--- config.mk ---
export PLATFORM = sky130hd
export DESIGN_NAME = hazard_ctrl
export DESIGN_NICKNAME = d
export VERILOG_FILES = /design/src/rtl/hazard_ctrl.sv
export SDC_FILE = /design/constraint.sdc
export NUM_CORES = 1
export LEC_CHECK = 0
export BUFFER_PORTS_ARGS = -buffer_cell sky130_fd_sc_hd__buf_2
export CAP_MARGIN = 10
export CORE_MARGIN = 10
export CORE_UTILIZATION = 43
export CTS_CLUSTER_DIAMETER = 40
export DETAILED_ROUTE_END_ITERATION = 8
export PLACE_DENSITY = 0.83
export SYNTH_ARGS = -nofsm -noshare
export SYNTH_HDL_FRONTEND = slang
export SYNTH_SLANG_ARGS = --single-unit
--- constraint.sdc ---
create_clock -name clk -period 2.3 [get_ports clk]
set_input_delay 0.23 -clock clk [delete_from_list [all_inputs] [get_ports clk]]
set_output_delay 0.23 -clock clk [all_outputs]
set_load 0.05 [all_outputs]
--- src/rtl/hazard_ctrl.sv ---
module hazard_ctrl #(
  parameter int RW       = 5,
  parameter int SLOW_PEN = 3,
  parameter int FAST_PEN = 1
) (
  input  logic          clk,
  input  logic          rst_n,
  input  logic [1:0]    mode,
  input  logic [RW-1:0] id_rs1,
  input  logic [RW-1:0] id_rs2,
  input  logic          id_re1,
  input  logic          id_re2,
  input  logic          id_cti,
  input  logic          id_taken,
  input  logic [RW-1:0] ex_rd,
  input  logic          ex_we,
  input  logic          ex_load,
  input  logic [RW-1:0] mem_rd,
  input  logic          mem_we,
  input  logic          mem_load,
  input  logic [RW-1:0] wb_rd,
  input  logic          wb_we,
  output logic          stall,
  output logic          bubble,
  output logic [1:0]    fwd_a,
  output logic [1:0]    fwd_b,
  output logic          flush_if
);
  localparam int CW = $clog2(SLOW_PEN + 1);

  function automatic logic hit(input logic [RW-1:0] rs, input logic re,
                               input logic [RW-1:0] rd, input logic we);
    return re && we && (rs != '0) && (rs == rd);
  endfunction

  function automatic logic [1:0] pick(input logic e, input logic m, input logic w);
    return e ? 2'b01 : m ? 2'b10 : w ? 2'b11 : 2'b00;
  endfunction

  logic a_ex, a_mem, a_wb, b_ex, b_mem, b_wb;
  assign a_ex  = hit(id_rs1, id_re1, ex_rd,  ex_we);
  assign a_mem = hit(id_rs1, id_re1, mem_rd, mem_we);
  assign a_wb  = hit(id_rs1, id_re1, wb_rd,  wb_we);
  assign b_ex  = hit(id_rs2, id_re2, ex_rd,  ex_we);
  assign b_mem = hit(id_rs2, id_re2, mem_rd, mem_we);
  assign b_wb  = hit(id_rs2, id_re2, wb_rd,  wb_we);

  logic fwd_on, early, interlock, load_use, br_wait, stall_raw;
  assign fwd_on    = mode != 2'b00;
  assign early     = mode[1];
  assign interlock = a_ex | a_mem | a_wb | b_ex | b_mem | b_wb;
  assign load_use  = ex_load & (a_ex | b_ex);
  assign br_wait   = early & id_cti & (a_ex | b_ex | (mem_load & (a_mem | b_mem)));
  assign stall_raw = fwd_on ? (load_use | br_wait) : interlock;

  logic [CW-1:0] pen_cnt;
  logic          busy, accept;
  logic [CW-1:0] pen_load;
  assign busy     = pen_cnt != '0;
  assign accept   = id_cti & ~stall_raw & ~busy;
  assign pen_load = early ? (id_taken ? CW'(FAST_PEN) : '0) : CW'(SLOW_PEN);

  always_ff @(posedge clk or negedge rst_n) begin
    if (!rst_n)      pen_cnt <= '0;
    else if (accept) pen_cnt <= pen_load;
    else if (busy)   pen_cnt <= pen_cnt - 1'b1;
  end

  assign stall    = rst_n & stall_raw;
  assign bubble   = stall;
  assign fwd_a    = (rst_n && fwd_on) ? pick(a_ex, a_mem, a_wb) : 2'b00;
  assign fwd_b    = (rst_n && fwd_on) ? pick(b_ex, b_mem, b_wb) : 2'b00;
  assign flush_if = busy;

  AST_SLOW_PENALTY: assert property (@(posedge clk) disable iff (!rst_n)
    accept && !early |=> flush_if && pen_cnt == CW'(SLOW_PEN));
  AST_FAST_PENALTY: assert property (@(posedge clk) disable iff (!rst_n)
    accept && early && id_taken |=> flush_if ##1 !flush_if);
  AST_NOT_TAKEN_FREE: assert property (@(posedge clk) disable iff (!rst_n)
    accept && early && !id_taken |=> !flush_if);
  AST_ZERO_REG_A: assert property (@(posedge clk) disable iff (!rst_n)
    id_rs1 == '0 |-> fwd_a == 2'b00);
  AST_ZERO_REG_B: assert property (@(posedge clk) disable iff (!rst_n)
    id_rs2 == '0 |-> fwd_b == 2'b00);
  AST_FWD_NO_ALU_STALL: assert property (@(posedge clk) disable iff (!rst_n)
    mode == 2'b01 && !ex_load |-> !stall);
  AST_NO_ACCEPT_IN_STALL: assert property (@(posedge clk) disable iff (!rst_n)
    id_cti && stall && !flush_if |=> !flush_if);
endmodule

**Word-level counts from Yosys, hierarchy flattened**

Cells that the tools add are included.

- Add/sub/neg operators: 1
- Equality and inequality tests: 6
- Muxes and demuxes: 13
- Bitwise logic cells: 18
- Reductions and logical operators: 24

Operators with widths:

| cell | count |
|---|---|
| == test 5 bit | 6 |
| two-way mux 2 bit | 11 |
| logical AND 1 bit | 19 |
| nonzero test 5 bit | 2 |
| bitwise OR 1 bit | 9 |
| bitwise AND 1 bit | 7 |
| nonzero test 2 bit | 3 |
| two-way mux 1 bit | 2 |
| inverter 1 bit | 2 |
| subtractor 2 x 1 -> 2 bit, second input constant | 1 |

- Flip-flop bits (word level): 2
- Bits of input ports: 38
- Output and inout bits: 7
- Word-level logic and storage cells: 63

**Logic depth before layout (Yosys ltp)**

Gate-level depths: netlist (run 1).

- Depth after elaboration: 13
- Depth in mapped cells: 7
- Depth with buffers taken out: 6

**Least setup slack after synthesis (run 1)**

Ideal clock, no wire load.

- Path type: input to output
- From: in id_rs1[1]
- To: out fwd_a[1]
- Arrival: 2.150 ns
- Required time: 2.070 ns
- Setup slack: -0.080 ns
- Stages on the path: 4
- Buffers on the path: 0
- Cell sequence: or4_1 -> o21ai_2 -> nor3_2 -> nor3_1

- Longest elaborated chain between the ends: 7
- Elaborated cells on any way between the ends: 14
- Classes of those cells: 3 x eq/ne; 4 x mux; 7 x reduce/logical

RTL lines:

| element | RTL line | text |
|---|---|---|
| from (decl) | 9 | `input logic [RW-1:0] id_rs1,` |
| nonzero test 5 bit | 33 | `return re && we && (rs != '0) && (rs == rd);` |
| logical AND 1 bit (2 in series) | 33 |  |
| two-way mux 2 bit (2 in series) | 37 | `return e ? 2'b01 : m ? 2'b10 : w ? 2'b11 : 2'b00;` |
| two-way mux 2 bit (*) | 37 |  |
| two-way mux 2 bit (*) | 71 | `assign fwd_a = (rst_n && fwd_on) ? pick(a_ex, a_mem, a_wb) : 2'b00;` |
| to (decl) | 25 | `output logic [1:0] fwd_a,` |

Mark *: on every way between the ends. The rest lies on a longest branch, timed or not.

**Final worst setup path (run 1)**

- From: in id_rs2[1]
- To: out stall

- Longest elaborated chain between the ends: 10
- Elaborated cells on any way between the ends: 22
- Classes of those cells: 3 x eq/ne; 1 x mux; 11 x bitwise; 7 x reduce/logical

RTL lines:

| element | RTL line | text |
|---|---|---|
| from (decl) | 10 | `input logic [RW-1:0] id_rs2,` |
| nonzero test 5 bit | 33 |  |
| logical AND 1 bit (2 in series) | 33 |  |
| bitwise OR 1 bit | 53 | `assign br_wait = early & id_cti & (a_ex \| b_ex \| (mem_load & (a_mem \| b_mem)));` |
| bitwise AND 1 bit | 53 |  |
| bitwise OR 1 bit | 53 |  |
| bitwise AND 1 bit | 53 |  |
| bitwise OR 1 bit | 54 | `assign stall_raw = fwd_on ? (load_use \| br_wait) : interlock;` |
| two-way mux 1 bit (*) | 54 |  |
| bitwise AND 1 bit (*) | 69 | `assign stall = rst_n & stall_raw;` |
| to (decl) | 23 | `output logic stall,` |

Marks and branches as above.

==> metrics.md, run 1 <==
| Metric | Value |
|---|---|
| Layout cell share with drive strength beyond 1 | `about 45%` |
| Pwr/cell area | `roughly 460 mW/mm²` |
| Worst Path Arrival | `2030 ps` |
| Commonest cells after routing, fill and taps aside | `buf_2, xnor2_1, nand2_1` |
| Predominant post-synthesis flop cell | `dfrtp_1` |
| Final nets | `190` |
| CTS tree | `yes` |
| Power share of the clock group | `about 15%` |
| WS Path Type | `in2out` |
| # IOs | `45` |
| RD Place Congestion | `around 0.84` |
| Syn_nets | `about 140` |
| Worst-Margin Slew | `between 500 and 600 ps` |
| Die Width | `roughly 62 µm` |
| Crit. End Element | `primary output` |
| Layout Area Growth over Synthesis | `49.7%` |
| Grt ovf | `0` |
| Critical Path Start Type | `primary input` |
| Synth top area cells | `xnor2_1, dfrtp_1, nor3_2` |
| Longest Clk Path Bufs | `2` |
| Worst-path clk slew | `about 30 ps` |
| Max Transition Viols Final | `0` |
| Synth warn | `0` |
| Mapped Area | `about 740 µm²` |
| Root Buffer | `clkbuf_4` |
| P_int | `~0.00027 W` |
| Combinational power share | `a little over two thirds` |
| DRC | `0` |
| Endpoint required time on the critical path | `2070 ps` |
| Max Fanout on Critical Path | `4` |
| Routed wire length | `2.66 mm` |
| Fin crit share | `98.4%` |
| Top Registers | `pen_cnt x2` |
| Biggest register | `pen_cnt` |
| Later-pin clock latency in the skew report | `around 230 ps` |
| Tightest Hold Check Type | `in2async` |
| FF+latch count, synth | `2` |
| Area after DPL | `~0.0010 mm²` |
| Final Hold Viols | `0` |
| Design area | `0.00111 mm²` |
| Antenna Cells | `0` |
| Vias/cell | `5.45` |
| Average size of a mapped cell | `7.58 µm²` |
| Max Clk Rate | `~0.44 GHz` |
| Starting Density | `approximately 47%` |
| Seq/Total Area, Yosys | `between 6 and 7%` |
| Yosys top cell by area | `xnor2_1` |
| Max-slew headroom | `between 60% and 70%` |
| Max_cap viols | `0` |
| Commonest non-fill, non-tap cell in the layout | `buf_2` |
| Vias | `899` |
| Yosys top cell area share | `between 30% and 40%` |
| WL/cell | `about 16 µm` |
| Clock Skew | `about 4.7 ps` |
| HPWL after DPL | `2.24 mm` |
| Syn Inst Count | `98` |
| Vias in the first global route | `a little under 1000` |
| Maximum vdd drop | `534 µV` |
| Util after Layout | `slightly above 70%` |
| Die Span Y | `approximately 60 µm` |
| Status | `complete, no violations` |
| Post-synth ARST share | `100%` |
| Lkg Pwr | `0.478 nW` |
| H-tree Lvls | `1` |
| Initial DRC count | `21` |
| CTS Buf Count | `3` |
| Register share of total power | `13.8%` |
| Largest net degree at the start of global routing | `9` |
| GRT Overall Usage | `between 10% and 20%` |
| Final setup violation count | `0` |
| Max FFs per register | `2` |
| Switching part of the total | `between 40% and 50%` |
| First-pass GRT wire length | `~4.0 mm` |
| Post-synthesis cell type count | `31` |
| Sw power | `roughly 0.00024 W` |
| Cell Rows | `14` |
| Antenna violations before repair | `0` |
| First-pass iteration count of the detailed router | `4` |
| Die area | `roughly 0.0038 mm²` |
| Post-synth EDFFs | `0` |
| Final ANT Viol Nets | `0` |
| CTS sink count | `2` |
| Core ar. | `~0.0016 mm²` |
| Period minus WS final | `roughly 2300 ps` |
| Port bufs | `between 40 and 50` |
cell usage after synthesis, types with 2 or more instances:
cell and instances:
a21oi_1 3, dfrtp_1 2, inv_1 5, mux2i_1 2, nand2_1 10, nand4_1 6
nor2_1 7, nor3_1 7, nor3_2 4, o21ai_0 2, xnor2_1 30
logic make-up (layout without fill, tap and decap cells):
family	count (synthesis)	count (layout)	synth area share, %
xor+xnor	30	30	35.4
buf+inv	6	57	3.54
flops	2	2	6.73
mux	2	2	2.69
fa+ha+maj	1	1	1.68
simple gates	43	43	34.9
compound gates	14	14	15.2
critical path: stages:
cell     delay, ps
buf_2          140
or4_4          530
o21ai_4        270
nor3_4         100
nor4_4         300
a22oi_2        120
and3_4         200
buf_6          150
path summary, 6_finish.rpt:
| path | startpoint | endpoint | slack (ps) | cells after the start |
|---|---|---|---|---|
| max reg2reg | pen_cnt[0]$_DFFE_PN0P_ | pen_cnt[1]$_DFFE_PN0P_ | 730 | 6 |
| min reg2reg | pen_cnt[1]$_DFFE_PN0P_ | pen_cnt[1]$_DFFE_PN0P_ | 620 | 2 |
| max in group asynchronous | rst_n | pen_cnt[0]$_DFFE_PN0P_ | 1820 | 2 |
| min in group clk | ex_load | pen_cnt[0]$_DFFE_PN0P_ | 410 | 4 |
| max | id_rs2[1] | stall | 40 | 8 |
| min | rst_n | pen_cnt[1]$_DFFE_PN0P_ | 360 | 2 |
cell type report:
type                    instances  area [µm²]
flip-flops and latches          2        50.0
clock buffers                   3        22.5
multi-input cells              90         728
repair buffers                 49         273
fillers                       128         464
well taps                      16        20.0
inverters                       5        18.8
per-stage QoR:
stage	TNS [ps]	hold WS (ps)	cells	power [W]	setup WS, ps
final	0	364	165	0.000510	36.7
after global placement	0	30.2	160	0.000403	89.0
after floorplan	0	-65.6	98	0.000305	20.0
after detailed placement	0	32.1	160	0.000417	10.8
after CTS	0	325	164	0.000501	11.8
after global routing	-34.1	373	165	0.000551	-17.6
power by group through the flow:
stage,registers [W],logic (W),clock network [W]
after floorplan,0.0000655,0.000240,0
after global placement,0.0000672,0.000336,0
after detailed placement,0.0000689,0.000348,0
after CTS,0.0000694,0.000350,0.0000812
after global routing,0.0000701,0.000391,0.0000895
final,0.0000706,0.000361,0.0000786
per-layer routing:
layer | share of wire [%] | wire, µm | GRT usage [%]
met1 | 41 | 1100 | 14.5
met2 | 53 | 1400 | 24.9
met3 | 5.6 | 150 | 3.91
met4 | 0.56 | 15 | 1.91
met5 | 0 | 0 | 0
what timing repair did:
item                                    4_1_cts  5_1_grt
hold buffers                                  1        0
buffers inserted                              0        1
endpoints found under the setup margin        0        2
gates resized for setup                       0       16
endpoints found under the hold margin         2        0
(Power assumes the default switching activity.)
==> inputs of run 2 (changes only) <==
- PLACE_DENSITY: 0.83 -> 0.77
==> run 2 against run 1 <==
  * Non-clock buffer count fell by 2
  * Wire length down 6.6%
  * Worst setup slack improved by 31 ps
  * Combinational power fell by 2%
  * Die area stayed put
  * Register-to-register slack got worse by 50 ps
  * Count of clock-buffer cells in the layout unchanged
  * Maximum frequency grew 1.4%
  * Hold slack improved by 33 ps
  * Flip-flop and latch count unchanged
  * Sequential power hardly changed
  * Critical path type unchanged
  * Largest cell class unchanged
  * Largest power group unchanged
==> metrics.md, run 2 (synthesis results as in run 1) <==
| Metric | Value |
|---|---|
| Crit path max-delay family | `simple AND/OR/NAND/NOR gates` |
| Commonest cells after routing, fill and taps aside | `buf_2, xnor2_1, nand2_1` |
| CP peak stage delay | `550 ps (+20 ps)` |
| Combinational power share | `70.5% (-0.3 points)` |
| Vias in the first global route | `928 (-5.0%)` |
| Longest Clk Path Bufs | `2 (unchanged)` |
| Initial DRC count | `17 (-19%)` |
| Flop-to-flop setup slack | `680 ps (-50 ps)` |
| Core ar. | `0.00158 mm² (unchanged)` |
| Final Hold Viols | `0 (unchanged)` |
| Final setup violation count | `0 (unchanged)` |
| Clock Skew | `2.56 ps (-2.10 ps)` |
| First-pass iteration count of the detailed router | `4 (unchanged)` |
| Worst Path Buf+Inv | `2 (unchanged)` |
| Endpoint required time on the critical path | `2070 ps (about the same)` |
| HPWL after DPL | `2.15 mm (-4.3%)` |
| Maximum vdd drop | `488 µV (-8.7%)` |
| Vias/cell | `5.41 (-0.69%)` |
| Port bufs | `44 (unchanged)` |
| Biggest register | `pen_cnt` |
| RD Place Congestion | `0.840 (-0.26%)` |
| Antenna violations before repair | `0 (unchanged)` |
| H-tree Lvls | `1 (unchanged)` |
| Die area | `0.00379 mm² (unchanged)` |
| Hold slack | `396 ps (+32.7 ps)` |
| Die Span Y | `61.6 µm (unchanged)` |
| WL/cell | `15.3 µm (-5.5%)` |
| Power share of the clock group | `15.3% (about the same)` |
| Post-route setup TNS | `0 ps (unchanged)` |
| CTS Buf Count | `3 (unchanged)` |
| Status | `complete, no violations` |
| Worst-Margin Slew | `577 ps (+3.50 ps)` |
| Crit. End Element | `primary output` |
| Largest net degree at the start of global routing | `9 (unchanged)` |
| Antenna Cells | `0 (unchanged)` |
| Worst r2r src | `pen_cnt[0]$_DFFE_PN0P_` |
| Max FFs per register | `2 (unchanged)` |
| Worst-path clk slew | `30 ps (about the same)` |
| Worst Path Arrival | `2000 ps (-30 ps)` |
| R2R depth | `6 (unchanged)` |
| Final ANT Viol Nets | `0 (unchanged)` |
| Commonest non-fill, non-tap cell in the layout | `buf_2` |
| First-pass GRT wire length | `3.84 mm (-2.8%)` |
| Die Width | `61.6 µm (unchanged)` |
| Fin crit share | `97.0% (-1.4 points)` |
| Grt ovf | `0 (unchanged)` |
| Top Registers | `pen_cnt x2` |
| Final nets | `188 (-1.1%)` |
| Max-slew headroom | `61.1% (-0.35 points)` |
| Register share of total power | `14.2% (+0.4 points)` |
| WS Path Type | `in2out` |
| CTS tree | `yes` |
| GRT Overall Usage | `12.7% (-0.58 points)` |
| Lkg Pwr | `0.449 nW (-6.1%)` |
| Max Fanout on Critical Path | `8 (+4)` |
| Worst-path cell chain | `buf_2 -> or4_4 -> o21ai_4 -> nor3_2 -> o21ai_0 -> nand2_1 -> and3_4 -> buf_6` |
| FF-to-FF End | `pen_cnt[1]$_DFFE_PN0P_` |
| Root Buffer | `clkbuf_4` |
| CP Depth | `8 (unchanged)` |
| # fillers | `132 (+3.1%)` |
| Starting Density | `47.1% (unchanged)` |
| Layout Area Growth over Synthesis | `44.4%` |
| Critical Path Start Type | `primary input` |
| CTS sink count | `2 (unchanged)` |
| Vias | `882 (-1.9%)` |
| Period minus WS final | `2230 ps (-31.2 ps)` |
| # IOs | `45 (unchanged)` |
| Pwr/cell area | `465 mW/mm² (+1.3%)` |
| Switching part of the total | `46.3% (-0.56 points)` |
| Sw power | `0.000231 W (-3.4%)` |
| Max Transition Viols Final | `0 (unchanged)` |
| Routed wire length | `2.49 mm (-6.6%)` |
| Max_cap viols | `0 (unchanged)` |
| Tightest Hold Check Type | `in2async` |
| Cell Rows | `14 (unchanged)` |
| P_int | `0.000268 W (-1.2%)` |
| Worst path slowest cell | `or4_4` |
| DRC | `0 (unchanged)` |
| Later-pin clock latency in the skew report | `220 ps (about the same)` |
| Max Clk Rate | `0.448 GHz (+1.4%)` |
| Layout cell share with drive strength beyond 1 | `43.5% (-1.4 points)` |
run 2: cell types whose count changed in the layout (fill, tap and decap cells not counted):
cell     before  now
nor3_2        4    6
o21ai_0       1    2
buf_4         4    2
nor3_1        3    4
o21ai_1       2    1
nor3_4        4    1
run 2: metrics by stage:
| step | util, % | power (W) | setup slack (ps) | std cells | area (µm²) |
|---|---|---|---|---|---|
| after floorplan | - | 0.000305 | 20.0 | 98 | 753 |
| after global placement | 63.0 | 0.000404 | 45.3 | 158 | 993 |
| after CTS | 65.1 | 0.000495 | 2.24 | 162 | 1030 |
| after global routing | 68.1 | 0.000545 | -23.1 | 163 | 1070 |
| final | 68.1 | 0.000499 | 67.9 | 163 | 1070 |
| after detailed placement | 63.0 | 0.000412 | 2.21 | 158 | 993 |
run 2: worst max path at each step:
stage / slack [ps] / end / start
floorplan: 20 / stall / id_rs2[0]
finish: 70 / stall / id_rs1[1]
CTS: 2 / stall / id_rs1[1]
global placement: 50 / bubble / id_rs1[1]
detailed placement: 2 / stall / id_rs1[1]
global route: -20 / stall / id_rs1[1]
run 2: repair_timing:
item                                   4_1_cts  5_1_grt
endpoints found under the hold margin        2        0
setup endpoints to repair                    0        2
hold buffers                                 1        0
gates resized for setup                      0       11
setup buffers                                0        1
run 2: power groups by stage:
stage	sequential [W]	combinational, W	clock, W
floorplan	0.0000655	0.000240	0
global placement	0.0000677	0.000336	0
detailed placement	0.0000699	0.000342	0
CTS	0.0000694	0.000345	0.0000809
global route	0.0000718	0.000386	0.0000875
finish	0.0000706	0.000352	0.0000765
run 2: per-layer routing:
metal	global-route usage, %	routed length, µm
met5	0	0
met3	4.12	160
met4	2.87	16
met2	22.4	1230
met1	14.4	1080
run 2: worst register-to-register path: cells and delay by family (launching register included):
kind / cells / cell delay (ps)
buf+inv: 1 / 70
fa+ha+maj: 1 / 280
compound gates: 2 / 600
flops: 1 / 380
simple gates: 2 / 170
run 2: area by class of cell:
class / instances / area (µm²) / area share [%]
Clock buffer: 3 / 22.5 / 2.10
Sequential cell: 2 / 50.0 / 4.66
Multi-Input combinational cell: 90 / 704 / 65.6
Timing Repair Buffer: 47 / 258 / 24.0
Inverter: 5 / 18.8 / 1.75
Tap cell: 16 / 20.0 / 1.86
